### src/rtl/ba_pkg.sv
package ba_pkg;
  parameter int unsigned SYM_W = 10;
  parameter int unsigned PFX_W = 7;
  localparam int unsigned CNT_W = $clog2(SYM_W);
  // prefix in arrival order, oldest bit at index 0
  localparam logic [PFX_W-1:0] COMMA_PFX = 7'b1111100;

  typedef enum logic {
    PH_EVEN = 1'b0,
    PH_ODD  = 1'b1
  } phase_e;
endpackage

### src/rtl/ba_rst_sync.sv
module ba_rst_sync (
  input  logic clk,
  input  logic arst_n,
  output logic rst_n_o
);
  logic [1:0] sync_q;

  always_ff @(posedge clk or negedge arst_n) begin
    if (!arst_n) sync_q <= 2'b00;
    else         sync_q <= {sync_q[0], 1'b1};
  end

  assign rst_n_o = sync_q[1];
endmodule

### src/rtl/ba_shift.sv
module ba_shift #(
  parameter int unsigned W = 10
) (
  input  logic         clk,
  input  logic         rst_n,
  input  logic         bit_i,
  output logic [W-1:0] win_o
);
  logic [W-1:0] win_q, win_d;

  // newest bit enters at the top, oldest sits at index 0
  always_comb begin
    win_d = {bit_i, win_q[W-1:1]};
  end

  always_ff @(posedge clk or negedge rst_n) begin
    if (!rst_n) win_q <= '0;
    else        win_q <= win_d;
  end

  assign win_o = win_d;
endmodule

### src/rtl/ba_match.sv
module ba_match #(
  parameter int unsigned W   = 10,
  parameter int unsigned PW  = 7,
  parameter logic [PW-1:0] PAT = '0
) (
  input  logic [W-1:0] win_i,
  output logic         hit_o
);
  logic [PW-1:0] eq;

  for (genvar i = 0; i < PW; i++) begin : g_bit
    assign eq[i] = (win_i[i] == PAT[i]);
  end

  assign hit_o = &eq;
endmodule

### src/rtl/ba_framer.sv
module ba_framer
  import ba_pkg::*;
#(
  parameter int unsigned W  = SYM_W,
  parameter int unsigned CW = CNT_W
) (
  input  logic         clk,
  input  logic         rst_n,
  input  logic         en_i,
  input  logic         hit_i,
  input  logic [W-1:0] win_i,
  output logic [W-1:0] sym_o,
  output logic         stb_even_o,
  output logic         stb_odd_o,
  output logic         det_o
);
  localparam logic [CW-1:0] LAST = CW'(W - 1);

  logic [CW-1:0] cnt_q, cnt_d;
  phase_e        ph_q, ph_d;
  logic          skip_q, skip_d;
  logic [W-1:0]  sym_q;
  logic          ev_q, od_q, det_q;

  logic slot_end, on_frame, realign, emit;

  always_comb begin
    slot_end = (cnt_q == LAST);
    on_frame = slot_end && (ph_q == PH_ODD) && !skip_q;
    realign  = en_i && hit_i && !on_frame;
    emit     = slot_end && !skip_q && !realign;

    cnt_d  = (realign || slot_end) ? '0 : cnt_q + 1'b1;
    skip_d = skip_q;
    if (realign)       skip_d = (ph_q == PH_ODD);
    else if (slot_end) skip_d = 1'b0;
    ph_d = ph_q;
    if (emit) ph_d = (ph_q == PH_ODD) ? PH_EVEN : PH_ODD;
  end

  always_ff @(posedge clk or negedge rst_n) begin
    if (!rst_n) begin
      cnt_q  <= '0;
      ph_q   <= PH_EVEN;
      skip_q <= 1'b0;
      sym_q  <= '0;
      ev_q   <= 1'b0;
      od_q   <= 1'b0;
      det_q  <= 1'b0;
    end else begin
      cnt_q  <= cnt_d;
      ph_q   <= ph_d;
      skip_q <= skip_d;
      if (emit) sym_q <= win_i;
      ev_q   <= emit && (ph_q == PH_EVEN);
      od_q   <= emit && (ph_q == PH_ODD);
      det_q  <= en_i && hit_i;
    end
  end

  assign sym_o      = sym_q;
  assign stb_even_o = ev_q;
  assign stb_odd_o  = od_q;
  assign det_o      = det_q;
endmodule

### src/rtl/comma_aligner.sv
module comma_aligner
  import ba_pkg::*;
(
  input  logic             clk,
  input  logic             rst_n,
  input  logic             ser_i,
  input  logic             det_en_i,
  output logic [SYM_W-1:0] sym_o,
  output logic             stb_even_o,
  output logic             stb_odd_o,
  output logic             comma_o
);
  logic             rst_n_s;
  logic [SYM_W-1:0] win;
  logic             hit;

  ba_rst_sync u_rst (
    .clk     (clk),
    .arst_n  (rst_n),
    .rst_n_o (rst_n_s)
  );

  ba_shift #(.W(SYM_W)) u_shift (
    .clk   (clk),
    .rst_n (rst_n_s),
    .bit_i (ser_i),
    .win_o (win)
  );

  ba_match #(.W(SYM_W), .PW(PFX_W), .PAT(COMMA_PFX)) u_match (
    .win_i (win),
    .hit_o (hit)
  );

  ba_framer #(.W(SYM_W), .CW(CNT_W)) u_frm (
    .clk        (clk),
    .rst_n      (rst_n_s),
    .en_i       (det_en_i),
    .hit_i      (hit),
    .win_i      (win),
    .sym_o      (sym_o),
    .stb_even_o (stb_even_o),
    .stb_odd_o  (stb_odd_o),
    .det_o      (comma_o)
  );
endmodule

### config.mk
export PLATFORM = sky130hd
export DESIGN_NAME = comma_aligner
export DESIGN_NICKNAME = d
export VERILOG_FILES = /design/src/rtl/ba_pkg.sv /design/src/rtl/ba_rst_sync.sv /design/src/rtl/ba_shift.sv /design/src/rtl/ba_match.sv /design/src/rtl/ba_framer.sv /design/src/rtl/comma_aligner.sv
export SDC_FILE = /design/constraint.sdc
export NUM_CORES = 1
export LEC_CHECK = 0
export CAP_MARGIN = 20
export CORE_MARGIN = 2
export CORE_UTILIZATION = 50
export DETAILED_ROUTE_END_ITERATION = 10
export GPL_TIMING_DRIVEN = 0
export PLACE_DENSITY = 0.79
export REMOVE_ABC_BUFFERS = 1
export SLEW_MARGIN = 30
export SYNTH_ARGS = -nofsm -noshare
export SYNTH_HDL_FRONTEND = slang
export SYNTH_SLANG_ARGS = --single-unit
### constraint.sdc
create_clock -name clk -period 1.2 [get_ports clk]
set_clock_uncertainty 0.2 [all_clocks]
set_input_delay 0.24 -clock clk [delete_from_list [all_inputs] [get_ports clk]]
set_output_delay 0.24 -clock clk [all_outputs]
set_load 0.02 [all_outputs]
==> results.ini <==
[clocking]
clockBufferDepth=2
cts_tree=built
clk_pin_slew_ns=0.09
cts_made_buffers=5
clock-sinks=30
cts_root_buf=clkbuf_4
clkLatencyLatePin_ns=0.32
htree_num_levels=2

[setup_path]
worst_path_max_delay_cell=dfrtp_1
cpPeakStageDelay_ns=0.40
cp-start-kind=flip-flop
cp-end-kind=flip-flop
cp_max_fo=10
cp.arrival_ns=1.76
worstPathRequired_ns=1.20
critPathKind=reg2reg
crit_chain=ha_2 -> and4bb_2 -> o31ai_4 -> buf_12 -> mux2_2
r2r.worst_path.cells=5

[placed_design]
numPortBuffers=16
gp_congestion=0.733
dp.cells=108
pre_cts_ws_ns=-0.983
dp_hpwl_um=1140

[drt]
viasPerCell=5.01
drc=0
postRouteAntennaNets=0
firstDrtPassIters=4
drtIter0Drc=3
drt_wl_total_um=2170
num_vias=651
wire_per_inst_um=16.7

[sta]
fin_ws_ns=-0.564
fin_setup_tns_ns=-8.98
slew_headroom_pct=61.6
final_hold_viol_count=0
min_period_ns=1.76
hold_ws_ns=0.0704
worst_pin_slew_ns=0.576
setup_viol=32
rsz0062_at_grt=true
fin_crit_sh_pct=147
fmax_mhz=567
slew_violations=0

[logic_synthesis]
synth_fa_ha_area_share_pct=2.35
synth_top_family_by_area=simple AND/OR/NAND/NOR gates
ys_warn_count=0
synth_compound_area_share_pct=6.00
muxShareOfSynthArea_pct=8.47
yosysSeqAreaShare_pct=70.6
ys_top_cells_by_area=dfrtp_1, mux2_2, nand4bb_4
synth_area_mm2=0.00106
synth_cell_type_count=20
avgSynthCellArea_um2=16.4
yosys.area.top_type=dfrtp_1
synth_top_area_share_pct=70.6
synthCells=65
synth-seq-cells=30
synth_simple_gate_area_share_pct=9.88
synth_xor_area_share_pct=1.65

[die]
initial_core_util_pct=53.7
rows=16
core_mm2=0.00198
die_h_um=50.1
die_area_mm2=0.00251
num_io_pins=17
die_w_um=50.1

[power_and_ir_drop]
power.internal_uw=2440
switching_share_pct=33.4
clkPwrFrac_pct=15.9
p_switching_uw=1220
leakage_uw=0.000679
peakVddDrop_uv=2080
power.density_mw_per_mm2=2420
pwr-share-seq_pct=42.4
p_comb_share_pct=41.7

[flow_run]
maxCapViolations=0

[finish]
finish.utilization_pct=76.2
syn_to_final_growth_pct=42.0
antenna_cells=0
stdcell_count=130
nets=109
drive_above_1_share_pct=49.5

[hold_path]
min_path_type=reg2async

[grt]
antenna_found_initial=0
grt_max_degree=29
grt_pass1_wl_um=3450
grt_pass1_vias=687
grt.total_usage_pct=20.3
grt.overflow.total=0

[status]
outcome=complete, but fails checks
violations=setup timing

kinds of logic (layout without fill, tap and decap cells):
family                     count (synthesis)  count (layout)
DFF                                       30              30
and+or+nand+nor                           13              13
other                                      1               1
buffers and inverters                      2              40
muxes                                      8               8
AOI/OAI and AO/OA                          7               7
xor gates and xnor gates                   2               2
adders and majority gates                  2               2
critical path: cells and delay by family (launching register included):
family,cells,cell delay [ns]
and+or+nand+nor,1,0.26
adders and majority gates,1,0.19
AOI/OAI and AO/OA,1,0.08
DFF,1,0.40
muxes,1,0.34
buffers and inverters,1,0.17
cell usage in the layout (no fill, tap or decap):
master	netlist	layout
nand4bb_4	1	1
ha_2	0	1
o31ai_4	1	1
clkbuf_1	0	1
a22o_1	2	2
buf_12	0	1
nor2_2	0	1
xor2_1	1	1
dfrtp_2	0	1
dfrtp_1	30	29
clkdlybuf4s50_1	0	3
and2_1	1	1
dlygate4sd3_1	0	1
nand2b_1	1	1
o32ai_2	0	1
clkbuf_4	0	5
and4bb_2	1	1
nand4_4	1	1
conb_1	1	1
o22ai_4	0	1
buf_6	0	17
xnor2_1	1	1
clkbuf_8	0	1
inv_1	2	2
nand2_1	1	1
o21ai_1	0	1
o21ai_4	0	1
mux2_2	8	8
ha_1	2	1
nor2_1	6	5
buf_4	0	9
nand3_1	1	1
synthesized netlist by cell type:
master / instances
a22o_1: 2
and2_1: 1
and4bb_2: 1
conb_1: 1
dfrtp_1: 30
ha_1: 2
inv_1: 2
mux2_2: 8
nand2_1: 1
nand2b_1: 1
nand3_1: 1
nand4_4: 1
nand4bb_4: 1
nor2_1: 6
o21ai_0: 2
o22ai_1: 1
o31ai_4: 1
o32ai_1: 1
xnor2_1: 1
xor2_1: 1
area by class of cell:
cell class	instances	area [um2]
Inverter	2	7.51
Sequential cell	30	752
Tap cell	27	33.8
Multi-Input combinational cell	33	343
Fill cell	114	472
Clock buffer	7	55.1
Timing Repair Buffer	31	319
path summary, 6_finish.rpt:
path / from / endpoint / slack, ns
min: u_rst.sync_q[1] / u_frm.cnt_q[3] / 0.07
max: u_frm.cnt_q[0] / u_frm.sym_o[8] / -0.56
min in group clk: u_rst.sync_q[0] / u_rst.sync_q[1] / 0.15
min reg2reg: u_rst.sync_q[1] / u_frm.cnt_q[3] / 0.07
max reg2reg: u_frm.cnt_q[0] / u_frm.sym_o[8] / -0.56
max in group asynchronous: rst_n / u_rst.sync_q[1] / 0.26
through the flow:
stage / total power (uW) / instance area [um2]
finish: 3660 / 1510
global route: 3870 / 1510
CTS: 3580 / 1440
detailed placement: 2680 / 1260
global placement: 2630 / 1260
floorplan: 2180 / 1060
layer usage:
metal	vias up	part of all wire, %	global-route usage, %
li1	301	-	-
met1	325	40	24.3
met2	23	54	31.4
met4	0	0.37	13.0
met3	2	5.4	6.36
met5	-	0	0
state kept, by name (all words and copies together), names as in the netlist:
register	count
u_frm.sym_o	10
u_shift.win_q	9
u_frm.cnt_q	4
u_rst.sync_q	2
u_frm.det_o	1
u_frm.ph_q	1
u_frm.skip_q	1
u_frm.stb_even_o	1
u_frm.stb_odd_o	1
power by group through the flow:
stage / Sequential [uW] / Clock [uW] / Combinational, uW
4_1_cts: 1540 / 607 / 1420
3_5_place_dp: 1520 / 0 / 1170
6_report: 1550 / 581 / 1520
2_1_floorplan: 1700 / 0 / 484
5_1_grt: 1590 / 652 / 1630
3_3_place_gp: 1500 / 0 / 1130
timing repair:
| item | CTS | global route |
|---|---|---|
| buffers inserted | 7 | 8 |
| pin swaps | 5 | 5 |
| endpoints found under the setup margin | 31 | 31 |
| resized for setup | 87 | 4 |
| hold buffers | 1 | 0 |
| hold endpoints to repair | 2 | 0 |
Note: power is estimated with default switching activity, not from simulation.
